File: src/rtl/crc8_pkg.sv
package crc8_pkg;
  localparam int CRC_W  = 8;
  localparam int BYTE_W = 8;
  localparam int CNT_W  = $clog2(BYTE_W);
  localparam logic [CRC_W-1:0] GEN_POLY = 8'h07;

  typedef logic [CRC_W-1:0]  crc_t;
  typedef logic [BYTE_W-1:0] byte_t;

  // Per output bit: which of the combined terms (reg bit XOR data bit) feed it.
  localparam logic [BYTE_W-1:0] BYTE_TAPS [CRC_W] = '{
    8'hC1, 8'h43, 8'h47, 8'h8E, 8'h1C, 8'h38, 8'h70, 8'hE0
  };
endpackage

File: src/rtl/crc8_byte_net.sv
module crc8_byte_net
  import crc8_pkg::*;
(
  input  crc_t  cur_i,
  input  byte_t dat_i,
  output crc_t  nxt_o
);
  byte_t mix;
  assign mix = cur_i ^ dat_i;

  for (genvar n = 0; n < CRC_W; n++) begin : g_bit
    assign nxt_o[n] = ^(mix & BYTE_TAPS[n]);
  end
endmodule

File: src/rtl/crc8_bit_net.sv
module crc8_bit_net
  import crc8_pkg::*;
#(
  parameter crc_t POLY = GEN_POLY
) (
  input  crc_t cur_i,
  input  logic bit_i,
  output crc_t nxt_o
);
  logic fb;
  assign fb    = cur_i[CRC_W-1] ^ bit_i;
  assign nxt_o = {cur_i[CRC_W-2:0], 1'b0} ^ (fb ? POLY : '0);
endmodule

File: src/rtl/crc8_serial_seq.sv
module crc8_serial_seq
  import crc8_pkg::*;
(
  input  logic       clk,
  input  logic       rst,
  input  logic       load_i,
  input  byte_t      dat_i,
  output logic       busy_o,
  output logic       bit_o
);
  logic [CNT_W-1:0] left_q;
  byte_t            sh_q;
  logic             busy_q;

  always_ff @(posedge clk) begin
    if (rst) begin
      busy_q <= 1'b0;
      left_q <= '0;
      sh_q   <= '0;
    end else if (load_i) begin
      busy_q <= 1'b1;
      left_q <= CNT_W'(BYTE_W - 1);
      sh_q   <= {dat_i[BYTE_W-2:0], 1'b0};
    end else if (busy_q) begin
      left_q <= left_q - 1'b1;
      sh_q   <= {sh_q[BYTE_W-2:0], 1'b0};
      if (left_q == CNT_W'(1)) busy_q <= 1'b0;
    end
  end

  assign busy_o = busy_q;
  assign bit_o  = sh_q[BYTE_W-1];

  p_load_idle_r6: assert property (@(posedge clk) disable iff (rst)
    load_i |-> !busy_q) else $error("serial load while busy");
  p_busy_count_r5: assert property (@(posedge clk) disable iff (rst)
    busy_q |-> left_q != '0) else $error("busy with no bits left");
endmodule

File: src/rtl/crc8_hec_gen.sv
module crc8_hec_gen
  import crc8_pkg::*;
(
  input  logic       clk,
  input  logic       rst,
  input  logic       start_i,
  input  logic       serial_i,
  input  logic       in_valid,
  output logic       in_ready,
  input  logic [7:0] in_data,
  output logic [7:0] crc_o
);
  crc_t crc_q, crc_d, seed, byte_nxt, bit_nxt, bit_cur;
  logic accept, ser_load, busy, ser_bit, bit_in, rst_d1;

  assign in_ready = !busy;
  assign accept   = in_valid && in_ready;
  assign ser_load = accept && serial_i;
  assign seed     = (start_i && in_ready) ? '0 : crc_q;
  assign bit_cur  = busy ? crc_q : seed;
  assign bit_in   = busy ? ser_bit : in_data[BYTE_W-1];

  crc8_serial_seq u_seq (
    .clk(clk), .rst(rst), .load_i(ser_load), .dat_i(in_data),
    .busy_o(busy), .bit_o(ser_bit)
  );

  crc8_byte_net u_byte (.cur_i(seed), .dat_i(in_data), .nxt_o(byte_nxt));

  crc8_bit_net #(.POLY(GEN_POLY)) u_bit (
    .cur_i(bit_cur), .bit_i(bit_in), .nxt_o(bit_nxt)
  );

  always_comb begin
    if (accept && !serial_i)      crc_d = byte_nxt;
    else if (ser_load || busy)    crc_d = bit_nxt;
    else if (start_i && in_ready) crc_d = '0;
    else                          crc_d = crc_q;
  end

  always_ff @(posedge clk) begin
    if (rst) crc_q <= '0;
    else     crc_q <= crc_d;
  end

  assign crc_o = crc_q;

  always_ff @(posedge clk) begin
    rst_d1 <= rst;
    if (rst_d1) begin
      p_reset_clears_r7: assert (crc_q == '0 && in_ready)
        else $error("reset did not clear");
    end
  end

  p_idle_hold_r4: assert property (@(posedge clk) disable iff (rst)
    (in_ready && !in_valid && !start_i) |=> $stable(crc_o))
    else $error("idle register changed");
  p_idle_clear_r3: assert property (@(posedge clk) disable iff (rst)
    (in_ready && start_i && !in_valid) |=> crc_o == '0)
    else $error("idle start did not clear");
  p_zero_seed_r2: assert property (@(posedge clk) disable iff (rst)
    (accept && start_i && !serial_i && in_data == '0) |=> crc_o == '0)
    else $error("zero byte from zero seed not zero");
  p_serial_stall_r5: assert property (@(posedge clk) disable iff (rst)
    ser_load |=> !in_ready) else $error("ready after serial accept");
  p_byte_ready_r6: assert property (@(posedge clk) disable iff (rst)
    (in_ready && !(in_valid && serial_i)) |=> in_ready)
    else $error("ready dropped in byte mode");
endmodule

File: config.mk
export PLATFORM = sky130hd
export DESIGN_NAME = crc8_hec_gen
export DESIGN_NICKNAME = d
export VERILOG_FILES = /design/src/rtl/crc8_pkg.sv /design/src/rtl/crc8_byte_net.sv /design/src/rtl/crc8_bit_net.sv /design/src/rtl/crc8_serial_seq.sv /design/src/rtl/crc8_hec_gen.sv
export SDC_FILE = /design/constraint.sdc
export NUM_CORES = 1
export LEC_CHECK = 0
export CAP_MARGIN = 20
export CORE_MARGIN = 5
export CORE_UTILIZATION = 30
export CTS_BUF_LIST = sky130_fd_sc_hd__clkbuf_16
export CTS_CLUSTER_DIAMETER = 50
export DETAILED_ROUTE_END_ITERATION = 6
export GPL_ROUTABILITY_DRIVEN = 0
export SLEW_MARGIN = 20
export SYNTH_ARGS = -nofsm -noshare
export SYNTH_HDL_FRONTEND = slang
export SYNTH_HIERARCHICAL = 1
export SYNTH_SLANG_ARGS = --single-unit
File: constraint.sdc
create_clock -name clk -period 4.9 [get_ports clk]
set_input_delay 1.225 -clock clk [delete_from_list [all_inputs] [get_ports clk]]
set_output_delay 1.225 -clock clk [all_outputs]
set_load 0.02 [all_outputs]
======== After elaboration in Yosys (flattened, before gate mapping) ========
Index checks and enable logic that the tools add are counted.
Widths: inputs -> output; s select.
word-level totals
  logic and storage cells ................. 38
  bits in latches ......................... 0
  input bits .............................. 13
  bits in registers ....................... 19
  memory bits (read-only) ................. 0
  output and inout port bits .............. 9
  memories kept ........................... 0
  memory bits (writable) .................. 0
cells by class
  muxes and demuxes ....................... 13
  shift operators ......................... 0
  equal/unequal tests ..................... 1
  reductions and logical operators ........ 16
  div/mod/pow operators ................... 0
  order comparisons ....................... 0
  bitwise operators ....................... 3
  $mul .................................... 0
  $add $sub $neg .......................... 1
operators by type and width
  cell                 count
  $reduce_xor 8->1     8
  $mux 8               6
  $xor 8x8->8          2
  $mux 3               3
  $logic_and 1x1->1    4
  $mux 1               4
  $eq 3x1->1 const B   1
  $sub 3x1->3 const B  1
  $logic_not 1->1      2
  $reduce_bool 2->1    1
  $logic_or 1x1->1     1
  $xor 1x1->1          1

======== Logic depth before layout (Yosys ltp) ========
Gate-level depths: netlist (run 1).
  word-level depth ........................ 9
  mapped depth ............................ 8

======== Modules after synthesis ========
Netlist (run 1), hierarchy kept.
by module, submodules not included
  module           instances  area an instance (um^2)  cells an instance  seq. area each (um^2)
  crc8_hec_gen     1          508.0                    68                 160.2
  crc8_serial_seq  1          479.2                    51                 220.2
  crc8_byte_net    1          183.9                    21                 0.0
  crc8_bit_net     1          101.3                    9                  0.0

======== Worst setup path before layout (run 1) ========
Ideal clock, no wire load.
  path kind ............................... input to register
  start point ............................. input port start_i
  end point ............................... register crc_q[2], in the netlist crc_o[2]
  stages .................................. 8
  path buffers ............................ 1
  data arrival time ....................... 2.605 ns
  setup slack ............................. 2.204 ns
  path through ............................ nand2b_1 > clkbuf_1 > and2_1 > xor2_1 > xor2_1 > xnor2_1 > nor2_1 > a311oi_1
between the ends
  elaborated cells between the ends (all ways) .. 10
RTL lines
  what                    RTL line             text
  start: declaration      crc8_hec_gen.sv:6    input logic start_i,
  $logic_and 1x1->1       crc8_hec_gen.sv:19   assign seed = (start_i && in_ready) ? '0 : crc_q;
  $mux 8                  -
  via seed[2]             crc8_hec_gen.sv:13   crc_t crc_q, crc_d, seed, byte_nxt, bit_nxt, bit_cur;
  $xor 8x8->8             crc8_byte_net.sv:9   assign mix = cur_i ^ dat_i;
  $reduce_xor 8->1        crc8_byte_net.sv:12  assign nxt_o[n] = ^(mix & BYTE_TAPS[n]);
  via byte_nxt[2]         crc8_hec_gen.sv:13
  $mux 8                  crc8_hec_gen.sv:35   if (accept && !serial_i) crc_d = byte_nxt;
  end signal: assignment  crc8_hec_gen.sv:43   else crc_q <= crc_d;
  end: declaration        crc8_hec_gen.sv:13
The timed path passes the listed nets, and every way through them passes these cells.
A chain may end at the register's enable or synchronous reset.

======== Worst setup path in the final report (run 1) ========
  start point ............................. input port start_i
  end point ............................... register crc_q[3], in the netlist crc_o[3]
Same word-level chain as after synthesis.

==> summary.md, run 1 <==
| Metric | Value |
|---|---|
| Full die area | roughly 5600 um^2 |
| Worst r2r dst | crc_o[3] |
| # fillers | just over 400 |
| Peak supply drop | around 140 uV |
| Top cells by count, synth | dfxtp_1 (19), xnor2_1 (17), and2_1 (16) |
| Max-slew headroom | 0.497 |
| Num CTS Buffers | 3 |
| Pins Over Slew Limit | 0 |
| Tot GR Track Use | 0.108 |
| Crit. End Element | register |
| Root Driver | clkbuf_16 |
| ANT cells | 0 |
| DIE WIDTH | 75.1 um |
| Core area | between 4000 and 5000 um^2 |
| CTS tree | done |
| Initial DRC count | 70 |
| WL/cell | 13.2 um |
| Hold Fails Final Rpt | 0 |
| First-pass GRT wire length | roughly 4600 um |
| Final period util | 0.670 |
| Vias in the first global route | 983 |
| Syn nets | about 160 |
| Area contributors post-synth | dfxtp_1 (30%), xnor2_1 (12%), and2_1 (7.9%), a311oi_1 (5.5%), xor2_1 (4.8%) |
| Cell variety after synth | 26 |
| Post-CTS Resized | 0 |
| Via count | ~1000 |
| Layout cells sized above 1 | 0.0313 |
| Overall routed net length | 2780 um |
| Clk_skew | between 1 and 1.5 ps |
| Setup crit start kind | input port |
| Post-route cell area | approximately 1500 um^2 |
| Unrepaired setup endpoints after global routing | false |
| Hold WC Path Type | register to register |
| Met2 capacity usage during global routing | 0.163 |
| Busiest grt layer | met2 |
| Met1 Usage GRT | 0.137 |
| DR vias/cell | around 4.8 |
| Final nets | 176 |
| Setup TNS | 0 ps |
| DP HPWL | ~2000 um |
| Hold Crit Endpoint | crc_o[2] |
| Reg clk slew, reported paths | around 60 ps |
| Max FO, Critical Path | 24 |
| Final ANT Viol Nets | 0 |
| Initial Util | 0.314 |
| Top FF cell, synth | dfxtp_1 |
| Multi-input gate area | 779 um^2 |
| Pwr dens | 322 nW/um^2 |
| Worst Setup Slack, final | around 1600 ps |
| Required time of the critical path | 5040 ps |
| Slew @ Worst Pin | between 700 and 800 ps |
| IO Pins | 22 |
| Skew-Pair Late Insertion Delay | around 250 ps |
| Pin count of the biggest net entering global routing | 25 |
| DRC Markers | 0 |
| Post-CTS setup buffers | 0 |
| # H-tree levels | 1 |
| Final setup fails | 0 |
| Reg2reg setup slack | 2120 ps |
| Clk sinks | 19 |
| Min cycle time layout | 3280 ps |
| Hold slack | roughly 520 ps |
| R2r startpoint | u_seq/busy_o |
| Reg2reg path depth | 7 |
| Synth Register Bits | 19 |
| PortBufs | 21 |
| Post-synth EDFFs | 0 |
| DIE HEIGHT | 75.1 um |
| Mapped Area | 1270 um^2 |
| Total gr overflow | 0 |
| Place WS | roughly 1400 ps |
| Largest area contributor in the netlist | dfxtp_1 |
| Peak Freq | between 300 and 400 MHz |
| Synth async-reset ratio | 0 |
| Avg Inst Size Synth | between 8 and 9 um^2 |
| DRT Pass-1 Iters | 4 |
| Synth warn | 6 |
| Worst hold start | crc_o[2] |
| Crit Path Class | input port to register |
| Critical path arrival | roughly 3400 ps |
| Met3 Use GR | 0.0334 |
| Num rows | 23 |
| Initial antenna violation count | 0 |
| Leakage | around 0.00054 uW |
| Top cell type's share of synthesized area | 0.299 |
| Placed cell areas | approximately 1500 um^2 |
| Reg area | roughly 380 um^2 |
| Max Root-Sink Buffers | 2 |
| Seq/Total Area, Yosys | 0.299 |
| Crit path from | start_i |
| Worst hold path depth | 2 |
| Count leader, synth | dfxtp_1 |
| CTS Hold Bufs | 0 |
| Max_cap viols | 0 |
| Outcome | completed |
| Layout Area Growth over Synthesis | 20.6% |
| Cells after synthesis | ~150 |
[layout make-up]
| class | instances | share of cell area |
|---|---|---|
| inverter | 5 | 0.0122 |
| tap | 50 | 0.0408 |
| clock buffer | 3 | 0.0489 |
| clock inverter | 1 | 0.00489 |
| multi-input combinational | 111 | 0.508 |
| timing repair buffer | 21 | 0.137 |
| sequential | 19 | 0.248 |
[critical path, cell delays in order]
cell             delay [ps]
clkdlybuf4s50_1         460
nand2b_1                360
and2_1                  330
xnor2_1                 360
xor2_1                  220
xnor2_1                 130
nor2_1                   60
a311oi_1                280
[cells by family after synthesis]
| family | after synthesis | synth area share |
|---|---|---|
| AND/OR/NAND/NOR | 53 | 0.207 |
| XOR/XNOR | 26 | 0.203 |
| AO/OA/AOI/OAI | 23 | 0.128 |
| buffers and inverters | 19 | 0.0885 |
| flip-flops | 19 | 0.299 |
| multiplexers | 7 | 0.0560 |
| adder cells (fa/ha/maj) | 2 | 0.0197 |
[worst max-delay path by stage]
| stage | endpoint | depth (start not counted) | slack, ps |
|---|---|---|---|
| 5_1_grt | crc_o[3] | 8 | 1410 |
| 3_3_place_gp | crc_o[2] | 8 | 1420 |
| 3_5_place_dp | crc_o[0] | 8 | 1370 |
| 6_report | crc_o[3] | 8 | 1620 |
| 2_1_floorplan | crc_o[2] | 8 | 2200 |
| 4_1_cts | crc_o[3] | 8 | 1600 |
[per-stage QoR]
| step | cells | util | total power, uW |
|---|---|---|---|
| after floorplan | 149 | - | 293 |
| after global placement | 206 | 0.358 | 324 |
| after detailed placement | 206 | 0.358 | 327 |
| after CTS | 210 | 0.378 | 502 |
| after global routing | 210 | 0.378 | 525 |
| final | 210 | 0.378 | 495 |
[flip-flops by register name, summed over array words and instances (netlist names)]
register and cells:
crc_o 8, u_seq/sh_q 7, u_seq/left_q 3, u_seq/busy_o 1
[where the power goes]
group / internal, uW / switching (uW) / total, uW
Sequential: 169 / 13.8 / 183
Clock: 110 / 60.2 / 170
Combinational: 71.9 / 69.3 / 141
[placed cells by master, fill, tap and decap left out, drive strengths merged, types with 7 or more instances in the layout]
cell type	netlist	routed
a311oi	8	8
and2	16	16
clkdlybuf4s50	0	21
dfxtp	19	19
nand2	10	10
nand3	8	8
nor2	15	15
xnor2	17	17
xor2	7	7
[layer usage]
layer  wire length (um)  vias up
met5                  0        -
met4                 36        0
met3                240        3
met1               1310      460
li1                   -      520
met2               1190       30
Note: power is estimated with default switching activity, not from simulation.
==> inputs of run 2 (changes only) <==
==> constraint.sdc (replaced) <==
create_clock -name clk -period 2.98 [get_ports clk]
set_input_delay 0.745 -clock clk [delete_from_list [all_inputs] [get_ports clk]]
set_output_delay 0.745 -clock clk [all_outputs]
set_load 0.02 [all_outputs]
==> run 2 against run 1 <==
Non-clock buffer count increased by 4; critical path depth unchanged; clock-buffer cell count is the same; via count is 3.7% higher; critical path type unchanged; largest cell class unchanged.
==> summary.md, run 2 (synthesis gave the netlist of run 1 again) <==
| Metric | Value |
|---|---|
| Outcome | completed |
| Sw frac | 0.288 |
| Part of the power in registers | 0.362 |
| DRT Pass-1 Iters | 4 |
| IO Pins | 22 |
| Required time of the critical path | 3120 ps |
| Most frequent cells in the layout | clkdlybuf4s50_1 (21), dfxtp_1 (19), xnor2_1 (17), and2_1 (16), nor2_1 (15) |
| DR vias/cell | 4.91 |
| Num CTS Buffers | 3 |
| Switch Pwr | 235 uW |
| Initial antenna violation count | 0 |
| Final setup fails | 0 |
| CTS Hold Bufs | 0 |
| DIE HEIGHT | about 75 um |
| Max_cap viols | 0 |
| Int Pwr | around 580 uW |
| DRC Markers | 0 |
| Clk sinks | 19 |
| Max FO, Critical Path | 17 |
| Slowest Stage Delay on Critical Path | 460 ps |
| PortBufs | 21 |
| Max-slew headroom | 0.531 |
| Largest register FFs | 8 |
| Final ANT Viol Nets | 0 |
| # H-tree levels | 1 |
| Vias in the first global route | a little over 1000 |
| ANT cells | 0 |
| Pwr dens | 523 nW/um^2 |
| Setup crit start kind | input port |
| Combinational share of power | 0.301 |
| First-pass GRT wire length | approximately 4600 um |
| Reg clk slew, reported paths | ~60 ps |
| Final nets | between 150 and 200 |
| Setup TNS | 0 ps |
| WL/cell | around 13 um |
| Pins Over Slew Limit | 0 |
| Core area | a little over 4000 um^2 |
| Via count | ~1100 |
| DP HPWL | roughly 2100 um |
| Most common cell after layout, fill and taps aside | clkdlybuf4s50_1 |
| Num rows | 23 |
| Max Root-Sink Buffers | 2 |
| Unrepaired setup endpoints after global routing | false |
| Hold Fails Final Rpt | 0 |
| Tot GR Track Use | 0.108 |
| Post-CTS setup buffers | 0 |
| Initial Util | 0.314 |
| Post-CTS Resized | 0 |
| Total gr overflow | 0 |
| Crit Path Class | input port to register |
| Hold WC Path Type | register to register |
| Critical path's most frequent cell | xnor2_1 |
| Initial DRC count | 60 |
| Peak Freq | 373 MHz |
| Layout cells sized above 1 | 0.0549 |
| Hold slack | between 500 and 600 ps |
| Overall Power | 816 uW |
| Slew @ Worst Pin | between 700 and 800 ps |
| Clk_skew | about 2.2 ps |
| Full die area | between 5000 and 6000 um^2 |
| Clock network power share | 0.337 |
| Overall routed net length | 2850 um |
| Pin count of the biggest net entering global routing | 20 |
| Min cycle time layout | about 2700 ps |
| Crit-path slowest cell | clkdlybuf4s50_1 |
| Leakage | ~0.00056 uW |
| Crit. End Element | register |
| Peak supply drop | slightly above 200 uV |
| Skew-Pair Late Insertion Delay | roughly 250 ps |
| Critical path arrival | approximately 2800 ps |
| CTS tree | done |
| Final period util | 0.899 |
| Layout Area Growth over Synthesis | 22.7% |
| Root Driver | clkbuf_16 |
| DIE WIDTH | around 75 um |
| Crit-path cells | clkdlybuf4s50_1 > nand2b_1 > and2_1 > xnor2_1 > xnor2_1 > xor2_1 > nor2_1 > a311oi_1 |
[run 2: power by group through the flow]
stage               combinational (uW)  clock, uW  sequential, uW
floorplan                          171          0             310
global placement                   240          0             300
detailed placement                 245          0             301
CTS                                248        285             296
global route                       270        290             298
finish                             246        275             295
[run 2: metrics by stage]
step / cells / util / setup slack [ps] / cell area [um^2]
3_5_place_dp: 210 / 0.365 / 60.5 / 1480
5_1_grt: 214 / 0.385 / 96.5 / 1560
6_report: 214 / 0.385 / 301 / 1560
2_1_floorplan: 149 / - / 764 / 1270
3_3_place_gp: 210 / 0.365 / 104 / 1480
4_1_cts: 214 / 0.385 / 286 / 1560
[run 2: layout make-up]
cell class	instances	area (um^2)
Clock buffer	3	75.1
Clock inverter	1	5.00
Fill cell	399	2500
Inverter	5	18.8
Multi-Input combinational cell	111	779
Sequential cell	19	380
Tap cell	50	62.6
Timing Repair Buffer	25	240
[run 2: worst paths after layout]
path	from	end	slack, ps	cells after the start
max	start_i	crc_o[5]	300	8
min	crc_o[2]	crc_o[2]	530	2
max reg2reg	u_seq/busy_o	crc_o[3]	840	7
min reg2reg	crc_o[2]	crc_o[2]	530	2
[run 2: critical path: cells and delay by family]
| family | cells | cell delay (ps) |
|---|---|---|
| buf+inv | 1 | 460 |
| xor+xnor | 3 | 670 |
| compound gates | 1 | 290 |
| simple gates | 3 | 660 |
[run 2: per-layer routing]
layer	up-vias	GRT usage	part of all wire
li1	530	-	-
met1	481	0.134	0.46
met2	35	0.170	0.44
met3	4	0.0320	0.077
met4	0	0.0534	0.019
met5	-	0	0
==> inputs of run 3 (changes only) <==
==> constraint.sdc (replaced) <==
create_clock -name clk -period 2.5 [get_ports clk]
set_input_delay 0.625 -clock clk [delete_from_list [all_inputs] [get_ports clk]]
set_output_delay 0.625 -clock clk [all_outputs]
set_load 0.02 [all_outputs]
==> run 3 against run 2 <==
Die area did not move; setup slack got worse by 160 ps; sequential power rose by 19%; non-clock buffer count rose by 9; critical path depth rose by 1; critical endpoint unchanged; largest power group unchanged.
==> summary.md, run 3 (synthesis gave the netlist of run 1 again) <==
| Metric | Value |
|---|---|
| Outcome | completed |
| Full die area | 5640 um^2 |
| Worst Setup Slack, final | about 140 ps |
| Reg2reg path depth | 8 |
| Tot GR Track Use | 0.121 |
| Critical path's most frequent cell | xnor2_2 |
| Clock network power share | 0.329 |
| PortBufs | 21 |
| Max_cap viols | 0 |
| # H-tree levels | 1 |
| Final ANT Viol Nets | 0 |
| Initial Util | 0.314 |
| Post-layout util | 0.416 |
| DRC Markers | 0 |
| Peak Freq | about 420 MHz |
| Root Driver | clkbuf_16 |
| DR top layer | met4 |
| Reg area | 380 um^2 |
| Switch Pwr | 297 uW |
| Layout cells sized above 1 | 0.150 |
| Total gr overflow | 0 |
| Pwr dens | approximately 600 nW/um^2 |
| CTS tree | done |
| Crit. End Element | register |
| Multi-input gate area | around 840 um^2 |
| Sw frac | 0.291 |
| Non-Filler Instances | ~220 |
| First-pass GRT wire length | 5180 um |
| Placed Cells | 219 |
| Hold Fails Final Rpt | 0 |
| DRT Pass-1 Iters | 6 |
| Via count | between 1000 and 1500 |
| Unrepaired setup endpoints after global routing | false |
| Vias in the first global route | ~1100 |
| Worst hold start | crc_o[0] |
| Clk sinks | 19 |
| Clk_skew | roughly 3.2 ps |
| Place WS | -221 ps |
| Final nets | roughly 190 |
| DIE WIDTH | ~75 um |
| Pins Over Slew Limit | 0 |
| Part of the power in registers | 0.345 |
| DP HPWL | between 2000 and 2500 um |
| Met2 WL | approximately 1300 um |
| Most common cell after layout, fill and taps aside | clkdlybuf4s50_1 |
| Initial DRC count | 96 |
| Slew @ Worst Pin | 764 ps |
| Max FO, Critical Path | 7 |
| Final setup fails | 0 |
| Post-CTS setup buffers | 0 |
| Skew-Pair Late Insertion Delay | between 200 and 300 ps |
| Critical path arrival | between 2000 and 3000 ps |
| Max-slew headroom | 0.489 |
| Final period util | 0.944 |
| Pin count of the biggest net entering global routing | 20 |
| DIE HEIGHT | approximately 75 um |
| M1 WL | 1410 um |
| Int Pwr | 722 uW |
| Hold WC Path Type | register to register |
| Largest register FFs | 8 |
| Slowest Stage Delay on Critical Path | 460 ps |
| Crit-path slowest cell | clkdlybuf4s50_1 |
| Worst r2r dst | crc_o[2] |
| Crit Path Class | input port to register |
| DR vias/cell | around 4.8 |
| Post-CTS Resized | 0 |
| Layout Area Growth over Synthesis | 32.7% |
| Hold Crit Endpoint | crc_o[0] |
| Min cycle time layout | 2360 ps |
| Most frequent cells in the layout | clkdlybuf4s50_1 (21), dfxtp_1 (19), and2_1 (16), nor2_1 (15), buf_4 (13) |
| WL met3 | between 200 and 250 um |
| Peak supply drop | 223 uV |
| Required time of the critical path | between 2000 and 3000 ps |
| Initial antenna violation count | 0 |
| IO Pins | 22 |
| Max Root-Sink Buffers | 2 |
| Leakage | 0.000629 uW |
| Setup crit start kind | input port |
| ANT cells | 0 |
| Combinational share of power | 0.326 |
| Worst hold path depth | 2 |
| Crit-path cells | clkdlybuf4s50_1 > nand2b_1 > buf_4 > and2_1 > xnor2_2 > xnor2_2 > xor2_1 > nor2_1 > a311oi_2 |
| R2r startpoint | u_seq/busy_o |
| # fillers | between 300 and 400 |
| Core area | 4060 um^2 |
| CTS Hold Bufs | 0 |
| Num CTS Buffers | 3 |
| Reg clk slew, reported paths | approximately 50 ps |
| Num rows | 23 |
| Reg2reg setup slack | ~570 ps |
| WL/cell | 13.3 um |
| Overall routed net length | just under 3000 um |
run 3: worst max-delay path: cells and delay by family:
| family | cells | cell delay, ps |
|---|---|---|
| AOI/OAI and AO/OA | 1 | 280 |
| and+or+nand+nor | 3 | 380 |
| xor gates and xnor gates | 3 | 570 |
| buffers and inverters | 2 | 650 |
run 3: layout make-up:
cell class | instances | area share
Sequential cell | 19 | 0.225
Clock buffer | 3 | 0.0444
Inverter | 5 | 0.0111
Multi-Input combinational cell | 111 | 0.496
Timing Repair Buffer | 34 | 0.182
Tap cell | 50 | 0.0370
Clock inverter | 1 | 0.00444
run 3: worst max path at each step:
stage / slack (ps) / startpoint / cells past startpoint / endpoint
2_1_floorplan: 400 / start_i / 8 / crc_o[2]
3_3_place_gp: -90 / start_i / 9 / crc_o[5]
3_5_place_dp: -220 / start_i / 9 / crc_o[5]
4_1_cts: 7 / start_i / 9 / crc_o[5]
5_1_grt: 5 / start_i / 9 / crc_o[3]
6_report: 140 / start_i / 9 / crc_o[5]
run 3: power groups by stage:
stage          logic, uW  clock network, uW  registers (uW)
6_report             331                335             352
5_1_grt              363                358             356
4_1_cts              317                343             352
3_5_place_dp         313                  0             359
3_3_place_gp         309                  0             358
2_1_floorplan        204                  0             370
run 3: layer usage:
| layer | vias up | track usage |
|---|---|---|
| li1 | 546 | - |
| met1 | 494 | 0.160 |
| met2 | 31 | 0.186 |
| met3 | 5 | 0.0254 |
| met4 | 0 | 0.0613 |
| met5 | - | 0 |
run 3: stage by stage:
step / hold WS [ps] / cell area, um^2 / setup TNS (ps) / total power (uW)
finish: 528 / 1690 / 0 / 1020
global route: 558 / 1690 / 0 / 1080
CTS: 524 / 1630 / 0 / 1010
detailed placement: 515 / 1550 / -905 / 672
global placement: 515 / 1550 / -361 / 666
floorplan: 519 / 1270 / 0 / 574
